`src/rtl/irqc_pkg.sv`:
```
package irqc_pkg;

   localparam int ADDR_W = 8;

   localparam logic [ADDR_W-1:0] OFS_PEND_HI = 8'h00;
   localparam logic [ADDR_W-1:0] OFS_PEND_LO = 8'h04;
   localparam logic [ADDR_W-1:0] OFS_MASK_HI = 8'h08;
   localparam logic [ADDR_W-1:0] OFS_MASK_LO = 8'h0C;
   localparam logic [ADDR_W-1:0] OFS_FRC_HI  = 8'h10;
   localparam logic [ADDR_W-1:0] OFS_FRC_LO  = 8'h14;
   localparam logic [ADDR_W-1:0] OFS_MSET    = 8'h1C;
   localparam logic [ADDR_W-1:0] OFS_MCLR    = 8'h1D;
   localparam logic [ADDR_W-1:0] OFS_ACK     = 8'hE0;

   typedef enum logic [2:0] {
      ACC_NONE,
      ACC_MASK_HI,
      ACC_MASK_LO,
      ACC_FRC_HI,
      ACC_FRC_LO,
      ACC_MSET,
      ACC_MCLR,
      ACC_PRIO
   } acc_e;

   function automatic acc_e decode_acc(input logic [ADDR_W-1:0] a);
      acc_e r;
      if (a[7:6] == 2'b01) begin
         r = ACC_PRIO;
      end else begin
         case (a)
            OFS_MASK_HI: r = ACC_MASK_HI;
            OFS_MASK_LO: r = ACC_MASK_LO;
            OFS_FRC_HI:  r = ACC_FRC_HI;
            OFS_FRC_LO:  r = ACC_FRC_LO;
            OFS_MSET:    r = ACC_MSET;
            OFS_MCLR:    r = ACC_MCLR;
            default:     r = ACC_NONE;
         endcase
      end
      return r;
   endfunction

endpackage

```
`src/rtl/irqc_regs.sv`:
```
module irqc_regs
   import irqc_pkg::*;
#(
   parameter int NSRC   = 64,
   parameter int PRIO_W = 8,
   parameter int DATA_W = 32
) (
   input  logic                          clk,
   input  logic                          rst_n,
   input  logic [NSRC-1:0]               irq_i,
   input  logic                          bus_wr,
   input  logic [ADDR_W-1:0]             bus_addr,
   input  logic [DATA_W-1:0]             bus_wdata,
   output logic [NSRC-1:0]               pend_q,
   output logic [NSRC-1:0]               force_q,
   output logic [NSRC-1:0]               mask_q,
   output logic [NSRC-1:0]               enable_q,
   output logic [NSRC-1:0][PRIO_W-1:0]   prio_q
);

   localparam int SEL_W = $clog2(NSRC);

   acc_e             acc;
   logic [SEL_W-1:0] bit_sel;
   logic [SEL_W-1:0] slot_sel;

   assign acc      = bus_wr ? decode_acc(bus_addr) : ACC_NONE;
   assign bit_sel  = bus_wdata[SEL_W-1:0];
   assign slot_sel = bus_addr[SEL_W-1:0];

   // request capture: one flop per line, no software path
   always_ff @(posedge clk or negedge rst_n) begin
      if (!rst_n) pend_q <= '0;
      else        pend_q <= irq_i;
   end

   always_ff @(posedge clk or negedge rst_n) begin
      if (!rst_n) begin
         mask_q <= '1;
      end else begin
         case (acc)
            ACC_MASK_HI: mask_q[NSRC-1:DATA_W] <= bus_wdata;
            ACC_MASK_LO: mask_q[DATA_W-1:0]    <= bus_wdata;
            ACC_MSET:    mask_q[bit_sel]       <= 1'b1;
            ACC_MCLR:    mask_q[bit_sel]       <= 1'b0;
            default:     ;
         endcase
      end
   end

   always_ff @(posedge clk or negedge rst_n) begin
      if (!rst_n) begin
         force_q <= '0;
      end else begin
         case (acc)
            ACC_FRC_HI: force_q[NSRC-1:DATA_W] <= bus_wdata;
            ACC_FRC_LO: force_q[DATA_W-1:0]    <= bus_wdata;
            default:    ;
         endcase
      end
   end

   // one priority byte and its enable per source
   for (genvar s = 0; s < NSRC; s++) begin : g_slot
      logic hit;
      assign hit = (acc == ACC_PRIO) && (slot_sel == SEL_W'(s));
      always_ff @(posedge clk or negedge rst_n) begin
         if (!rst_n) begin
            prio_q[s]   <= '0;
            enable_q[s] <= 1'b0;
         end else if (hit) begin
            prio_q[s]   <= bus_wdata[PRIO_W-1:0];
            enable_q[s] <= |bus_wdata[PRIO_W-1:0];
         end
      end
   end

endmodule

```
`src/rtl/irqc_select.sv`:
```
module irqc_select #(
   parameter int NSRC     = 64,
   parameter int PRIO_W   = 8,
   parameter int SEL_TREE = 1
) (
   input  logic [NSRC-1:0]              active,
   input  logic [NSRC-1:0][PRIO_W-1:0]  prio,
   output logic                         found,
   output logic [$clog2(NSRC)-1:0]      best_idx,
   output logic [PRIO_W-1:0]            best_pri
);

   localparam int IDX_W = $clog2(NSRC);
   localparam int NODES = 2*NSRC - 1;

   if (SEL_TREE != 0) begin : g_tree
      // heap-ordered tournament: node n has children 2n+1 (lower sources)
      // and 2n+2 (higher sources); leaves sit at NSRC-1+s
      logic             nv [NODES];
      logic [PRIO_W-1:0] np [NODES];
      logic [IDX_W-1:0]  ni [NODES];

      for (genvar s = 0; s < NSRC; s++) begin : g_leaf
         assign nv[NSRC-1+s] = active[s];
         assign np[NSRC-1+s] = prio[s];
         assign ni[NSRC-1+s] = IDX_W'(s);
      end

      for (genvar n = 0; n < NSRC-1; n++) begin : g_node
         logic take_hi;
         // the higher half wins ties, matching an upward scan with >=
         assign take_hi = nv[2*n+2] && (!nv[2*n+1] || (np[2*n+2] >= np[2*n+1]));
         assign nv[n]   = nv[2*n+1] | nv[2*n+2];
         assign np[n]   = take_hi ? np[2*n+2] : np[2*n+1];
         assign ni[n]   = take_hi ? ni[2*n+2] : ni[2*n+1];
      end

      assign found    = nv[0];
      assign best_idx = ni[0];
      assign best_pri = np[0];
   end else begin : g_scan
      always_comb begin
         found    = 1'b0;
         best_idx = '0;
         best_pri = '0;
         for (int s = 0; s < NSRC; s++) begin
            if (active[s] && (prio[s] >= best_pri)) begin
               found    = 1'b1;
               best_idx = IDX_W'(s);
               best_pri = prio[s];
            end
         end
      end
   end

endmodule

```
`src/rtl/irqc_rdmux.sv`:
```
module irqc_rdmux
   import irqc_pkg::*;
#(
   parameter int NSRC   = 64,
   parameter int PRIO_W = 8,
   parameter int DATA_W = 32,
   parameter int VEC_W  = 8
) (
   input  logic [ADDR_W-1:0]            bus_addr,
   input  logic [NSRC-1:0]              pend_q,
   input  logic [NSRC-1:0]              mask_q,
   input  logic [NSRC-1:0]              force_q,
   input  logic [NSRC-1:0][PRIO_W-1:0]  prio_q,
   input  logic [VEC_W-1:0]             vector,
   output logic [DATA_W-1:0]            bus_rdata
);

   localparam int SEL_W = $clog2(NSRC);

   always_comb begin
      bus_rdata = '0;
      if (bus_addr[7:6] == 2'b01) begin
         bus_rdata = DATA_W'(prio_q[bus_addr[SEL_W-1:0]]);
      end else begin
         case (bus_addr)
            OFS_PEND_HI: bus_rdata = pend_q[NSRC-1:DATA_W];
            OFS_PEND_LO: bus_rdata = pend_q[DATA_W-1:0];
            OFS_MASK_HI: bus_rdata = mask_q[NSRC-1:DATA_W];
            OFS_MASK_LO: bus_rdata = mask_q[DATA_W-1:0];
            OFS_FRC_HI:  bus_rdata = force_q[NSRC-1:DATA_W];
            OFS_FRC_LO:  bus_rdata = force_q[DATA_W-1:0];
            OFS_ACK:     bus_rdata = DATA_W'(vector);
            default:     bus_rdata = '0;
         endcase
      end
   end

endmodule

```
`src/rtl/prio_irq_ctrl.sv`:
```
module prio_irq_ctrl
   import irqc_pkg::*;
#(
   parameter int NSRC     = 64,
   parameter int PRIO_W   = 8,
   parameter int LVL_W    = 3,
   parameter int DATA_W   = 32,
   parameter int VEC_W    = 8,
   parameter int VEC_BASE = 64,
   parameter int SPUR_VEC = 24,
   parameter int SEL_TREE = 1
) (
   input  logic              clk,
   input  logic              rst_n,
   input  logic [63:0]       irq_i,
   input  logic              bus_wr,
   input  logic [7:0]        bus_addr,
   input  logic [31:0]       bus_wdata,
   output logic [31:0]       bus_rdata,
   output logic [2:0]        irq_level,
   output logic [7:0]        irq_vector
);

   localparam int IDX_W = $clog2(NSRC);

   if (NSRC != 2*DATA_W) begin : g_bad_nsrc
      $error("NSRC must be two data words wide");
   end
   if (NSRC != 64 || DATA_W != 32 || LVL_W != 3 || VEC_W != 8) begin : g_bad_port
      $error("port widths are fixed by the register window");
   end
   if (LVL_W > PRIO_W || PRIO_W > DATA_W) begin : g_bad_prio
      $error("priority byte width out of range");
   end
   if (VEC_BASE + NSRC > 2**VEC_W || SPUR_VEC >= 2**VEC_W) begin : g_bad_vec
      $error("vector values do not fit VEC_W");
   end

   logic [NSRC-1:0]              pend_q;
   logic [NSRC-1:0]              force_q;
   logic [NSRC-1:0]              mask_q;
   logic [NSRC-1:0]              enable_q;
   logic [NSRC-1:0][PRIO_W-1:0]  prio_q;
   logic [NSRC-1:0]              active;
   logic                         found;
   logic [IDX_W-1:0]             best_idx;
   logic [PRIO_W-1:0]            best_pri;
   logic [VEC_W-1:0]             vec_d;
   logic [LVL_W-1:0]             lvl_d;

   irqc_regs #(
      .NSRC   (NSRC),
      .PRIO_W (PRIO_W),
      .DATA_W (DATA_W)
   ) u_regs (
      .clk       (clk),
      .rst_n     (rst_n),
      .irq_i     (irq_i),
      .bus_wr    (bus_wr),
      .bus_addr  (bus_addr),
      .bus_wdata (bus_wdata),
      .pend_q    (pend_q),
      .force_q   (force_q),
      .mask_q    (mask_q),
      .enable_q  (enable_q),
      .prio_q    (prio_q)
   );

   assign active = (pend_q | force_q) & enable_q & ~mask_q;

   irqc_select #(
      .NSRC     (NSRC),
      .PRIO_W   (PRIO_W),
      .SEL_TREE (SEL_TREE)
   ) u_sel (
      .active   (active),
      .prio     (prio_q),
      .found    (found),
      .best_idx (best_idx),
      .best_pri (best_pri)
   );

   assign vec_d = found ? (VEC_W'(VEC_BASE) + VEC_W'(best_idx)) : VEC_W'(SPUR_VEC);
   assign lvl_d = found ? best_pri[LVL_W-1:0] : '0;

   always_ff @(posedge clk or negedge rst_n) begin
      if (!rst_n) begin
         irq_vector <= VEC_W'(SPUR_VEC);
         irq_level  <= '0;
      end else begin
         irq_vector <= vec_d;
         irq_level  <= lvl_d;
      end
   end

   irqc_rdmux #(
      .NSRC   (NSRC),
      .PRIO_W (PRIO_W),
      .DATA_W (DATA_W),
      .VEC_W  (VEC_W)
   ) u_rd (
      .bus_addr  (bus_addr),
      .pend_q    (pend_q),
      .mask_q    (mask_q),
      .force_q   (force_q),
      .prio_q    (prio_q),
      .vector    (irq_vector),
      .bus_rdata (bus_rdata)
   );

endmodule

```
`config.mk`:
```
export PLATFORM = sky130hd
export DESIGN_NAME = prio_irq_ctrl
export DESIGN_NICKNAME = d
export VERILOG_FILES = /design/src/rtl/irqc_pkg.sv /design/src/rtl/irqc_regs.sv /design/src/rtl/irqc_select.sv /design/src/rtl/irqc_rdmux.sv /design/src/rtl/prio_irq_ctrl.sv
export SDC_FILE = /design/constraint.sdc
export NUM_CORES = 2
export LEC_CHECK = 0
export ABC_CLOCK_PERIOD_IN_PS = 20900
export BUFFER_PORTS_ARGS = -buffer_cell sky130_fd_sc_hd__buf_2
export CAP_MARGIN = 20
export CELL_PAD_IN_SITES_DETAIL_PLACEMENT = 1
export CELL_PAD_IN_SITES_GLOBAL_PLACEMENT = 1
export CORE_UTILIZATION = 40
export CTS_CLUSTER_DIAMETER = 200
export DETAILED_ROUTE_END_ITERATION = 10
export PLACE_DENSITY = 0.76
export SLEW_MARGIN = 20
export SYNTH_ARGS = -nofsm -noshare
export SYNTH_HDL_FRONTEND = slang
export SYNTH_SLANG_ARGS = --single-unit
```
`constraint.sdc`:
```
create_clock -name clk -period 20.9 [get_ports clk]
set_input_delay 2.09 -clock clk [delete_from_list [all_inputs] [get_ports clk]]
set_output_delay 2.09 -clock clk [all_outputs]
set_load 0.02 [all_outputs]
```
==> results.txt <==
----------------------------------------------------
[Power and ir drop]
  Part of the total power dissipated in sequential elements ... 43.6%
  Lkg Pwr ... 0.0293 uW
  Part of the power in combinational logic ... 10.5%
  Peak ir drop on the vdd network ... 60.2 uV
  Internal ... 2760 uW
  Net switching component of the power ... 1100 uW
  Sw Ratio ... approximately 29%
  Clock group share of total power ... 45.9%
  Pwr/cell area ... 63.6 nW/um^2

[Clock tree]
  Clock Latency Late Sink ... 0.76 ns
  Number of buffers created by CTS ... 92
  Clock tree from TritonCTS ... yes
  Post-CTS resize count ... 0
  Number of setup buffers added after CTS ... 0
  CTS H-tree lvls ... 3
  Hold_buf cts ... 0
  Clock slew seen by the registers of the worst setup and hold paths ... around 0.060 ns
  Clock Sinks ... 778
  Largest buffer count on any clock path ... 3
  CTS Root Cell ... sky130_fd_sc_hd__clkbuf_16

[Synthesis]
  Part of the Yosys area used for sequential elements ... 35.9%
  Dominant combinational cell family by area after synthesis ... multiplexers
  Proportion of register bits with asynchronous set or reset after synthesis ... 100%
  Cell with the most instances after synthesis ... sky130_fd_sc_hd__dfrtp_1
  Syn avg cell area ... 9.85 sq um
  Mux share of post-synthesis cell area ... 20.2%
  EDFF count, synth ... 0
  Synthesized-area fraction occupied by adder cells ... 11.4%
  Leading register cell type out of synthesis ... sky130_fd_sc_hd__dfrtp_1
  Fraction of the mapped netlist area in compound gates ... 16.6%
  Count of synthesis-stage warnings from yosys ... 0
  Yosys top cell by area ... sky130_fd_sc_hd__dfrtp_1
  Net count of the mapped netlist ... about 6,100
  Gate Count Post-Synth ... 5,535
  Top post-synthesis cells by count ... sky130_fd_sc_hd__dfrtp_1, sky130_fd_sc_hd__ha_1, sky130_fd_sc_hd__inv_1
  Portion of synthesized cell area occupied by the leading cell type ... ~33%
  Synthesis-stage register bit count ... 778
  Post-Synthesis Cell Area ... 54,500 sq um
  Synth Area in XOR/XNOR ... 0%
  Number of different library cells in the post-synthesis netlist ... 105
  Simple-gate share of the synthesized area ... 10.5%
  Biggest area contributors in the synthesized netlist ... sky130_fd_sc_hd__dfrtp_1, sky130_fd_sc_hd__ha_1, sky130_fd_sc_hd__mux2_2

[Job]
  Max Cap Viol ... 0

[Worst setup path]
  Arrival time worst endpoint ... 14.96 ns
  Slowest CP cell ... sky130_fd_sc_hd__o21ai_1
  Buffers and inverters on the worst path ... 6
  Category of the worst setup path launch point ... flop
  Nature of the critical path endpoint ... flop
  Peak fanout along the critical path ... 18
  Category of cells accounting for the largest share of critical-path delay ... compound AO/OA/AOI/OAI gates
  Max stage delay on crit path ... 0.86 ns
  Setup CP Type ... reg -> reg
  Required time of the critical path ... 21.54 ns

[Global route]
  Vias in the first global route ... 48,500
  Residual overflow from global routing ... 0
  Maximum number of pins on one net before global-route repair ... 176
  Initial antenna violation count ... 16
  Total track usage ... 31.9%
  First-pass GRT wire length ... 326,000 um

[Timing]
  Final setup slack of the worst path ... 6.59 ns
  Final count of negative-setup-slack endpoints ... 0
  Maximum achievable frequency ... 69.9 MHz
  Time the worst path needs with I/O delays and setup ... 14.31 ns
  Max-slew headroom ... 20.2%
  Final sum of negative setup slack ... 0 ns
  Final period util ... 68.5%
  Clock skew after layout ... 0.0509 ns
  Final hold viol count ... 0
  Worst Tran Pin Value ... 1.19 ns
  Unrepaired setup endpoints after global routing ... no
  Number of max-slew violations in the final report ... 0

[Die]
  IO Pins ... 150
  Initial Util ... 40.3%
  Die width ... about 370 um
  Overall die area ... between 100,000 and 150,000 sq um
  Area of the core region ... between 100,000 and 150,000 sq um
  Number of core rows ... 135
  Chip height ... 371 um

[Cells and area]
  Area taken by multi-input logic gates ... between 30,000 and 40,000 sq um
  Total of fill cells in the finished design ... 15,100
  Synthesis-to-layout area growth ... 11.3%
  Post-layout nets ... 6,184
  Final design instance area without fill ... 60,700 sq um
  Proportion of layout cells with a drive suffix above 1 ... 21.0%
  Area taken by flip-flops and latches ... 19,600 sq um

[Routing]
  Routed vias/inst ... ~6.3
  Number of design rule violations left after detail routing ... 0
  Wire length per cell after detailed routing ... 29.6 um
  Total Routed Length ... 221,000 um
  Number of antenna-violating nets in the routed design ... 0
  Vias after detailed routing ... approximately 47,000
  TritonRoute pass-1 iters ... 6
  Starting DRT DRC Count ... approximately 4,400

[Status]
  Outcome ... complete, no violations

[Place]
  Cell Area, Placed ... roughly 57,000 sq um
  Final weighted congestion in routability-driven placement ... 1.00
  Sum of net half-perimeters after detailed placement ... 163,000 um
  Worst setup timing slack at the placement stage ... ~7.1 ns
  Port Buffer Count ... 148

[Min path]
  Path category of the worst min-delay check ... reg -> reg

----------------------------------------------------
layer usage:
metal  vias up  wire (um)  GRT usage [%]
met5         -         41              0
met1     24300      91600           42.2
met4         6      12300           15.7
met2      1794      98300           49.3
met3       457      18400           6.97
li1      20200          -              -
logic make-up (layout without fill, tap and decap cells):
| kind of cell | Yosys count | after routing |
|---|---|---|
| AOI/OAI and AO/OA | 1431 | 1431 |
| adders and majority gates | 495 | 495 |
| buffers and inverters | 770 | 899 |
| DFF | 778 | 778 |
| muxes | 830 | 830 |
| other | 1 | 7 |
| and+or+nand+nor | 1230 | 1230 |
cells in the final DEF, fill, tap and decap left out, types with 19 or more instances in the layout:
cell type	count
sky130_fd_sc_hd__dfrtp_1	712
sky130_fd_sc_hd__ha_1	493
sky130_fd_sc_hd__inv_1	469
sky130_fd_sc_hd__mux2_2	445
sky130_fd_sc_hd__o21ai_0	426
sky130_fd_sc_hd__nand2_1	411
sky130_fd_sc_hd__a21oi_1	373
sky130_fd_sc_hd__nor2_1	349
sky130_fd_sc_hd__mux2i_1	212
sky130_fd_sc_hd__mux4_2	168
sky130_fd_sc_hd__buf_2	139
sky130_fd_sc_hd__a22oi_1	112
sky130_fd_sc_hd__buf_4	109
sky130_fd_sc_hd__a21o_1	107
sky130_fd_sc_hd__nand3_1	103
sky130_fd_sc_hd__nand2b_1	97
sky130_fd_sc_hd__clkbuf_16	92
sky130_fd_sc_hd__dfstp_2	66
sky130_fd_sc_hd__o211ai_1	53
sky130_fd_sc_hd__o21a_1	39
sky130_fd_sc_hd__o22ai_1	37
sky130_fd_sc_hd__and2_1	28
sky130_fd_sc_hd__nor3_1	28
sky130_fd_sc_hd__nor2b_1	26
sky130_fd_sc_hd__a31oi_1	26
sky130_fd_sc_hd__nand4_1	26
sky130_fd_sc_hd__and3_1	24
sky130_fd_sc_hd__or3_1	23
sky130_fd_sc_hd__a211oi_1	23
sky130_fd_sc_hd__clkinv_2	19
metrics by stage:
stage	hold WS (ns)	std cells	power (uW)	util, %
2_1_floorplan	0.442	5535	1880	-
3_3_place_gp	0.457	7267	2080	42.3
3_5_place_dp	0.473	7268	2100	42.3
4_1_cts	0.486	7442	3870	44.8
5_1_grt	0.500	7446	3970	44.8
6_report	0.487	7451	3860	44.8
power by group through the flow:
| stage | Clock [uW] | Sequential [uW] | Combinational [uW] |
|---|---|---|---|
| 5_1_grt | 1850 | 1680 | 430 |
| 3_3_place_gp | 0 | 1700 | 383 |
| 2_1_floorplan | 0 | 1660 | 219 |
| 4_1_cts | 1800 | 1680 | 397 |
| 3_5_place_dp | 0 | 1700 | 394 |
| 6_report | 1770 | 1680 | 405 |
worst reg2reg max path, delay by kind of cell (launching register included):
family                     cells  cell delay (ns)
AOI/OAI and AO/OA             29             7.90
adders and majority gates      6             1.72
buffers and inverters          6             0.63
DFF                            1             0.39
muxes                          4             1.64
and+or+nand+nor               10             1.98
layout make-up:
cell class / instances / area share (%)
antenna: 6 / 0.0248
clock buffer: 122 / 4.24
clock inverter: 52 / 1.20
inverter: 471 / 2.91
multi-input combinational: 3987 / 53.1
sequential: 778 / 32.2
tap: 1781 / 3.67
timing repair buffer: 254 / 2.65
flip-flops by register name (all words and copies together) (netlist names):
| name | flops |
|---|---|
| irq_vector | 7 |
| u_regs.force_q | 64 |
| u_regs.prio_q | 512 |
| u_regs.pend_q | 64 |
| u_regs.enable_q | 64 |
| irq_level | 3 |
| u_regs.mask_q | 64 |
worst paths after layout:
check                                                    start                        endpoint  slack (ns)  depth (start not counted)
worst min-delay path            u_regs.enable_q[8]$_DFFE_PN0P_  u_regs.enable_q[8]$_DFFE_PN0P_        0.49                          2
worst max register to register  u_regs.prio_q[274]$_DFFE_PN0P_         irq_vector[0]$_DFF_PN0_        6.59                         55
min in group asynchronous                                rst_n   u_regs.prio_q[44]$_DFFE_PN0P_        1.32                          1
max in group asynchronous                                rst_n     u_regs.pend_q[40]$_DFF_PN0_       15.27                          6
worst min register to register  u_regs.enable_q[8]$_DFFE_PN0P_  u_regs.enable_q[8]$_DFFE_PN0P_        0.49                          2
worst max-delay path            u_regs.prio_q[274]$_DFFE_PN0P_         irq_vector[0]$_DFF_PN0_        6.59                         55
No activity file was read; power rests on OpenSTA's default activity.
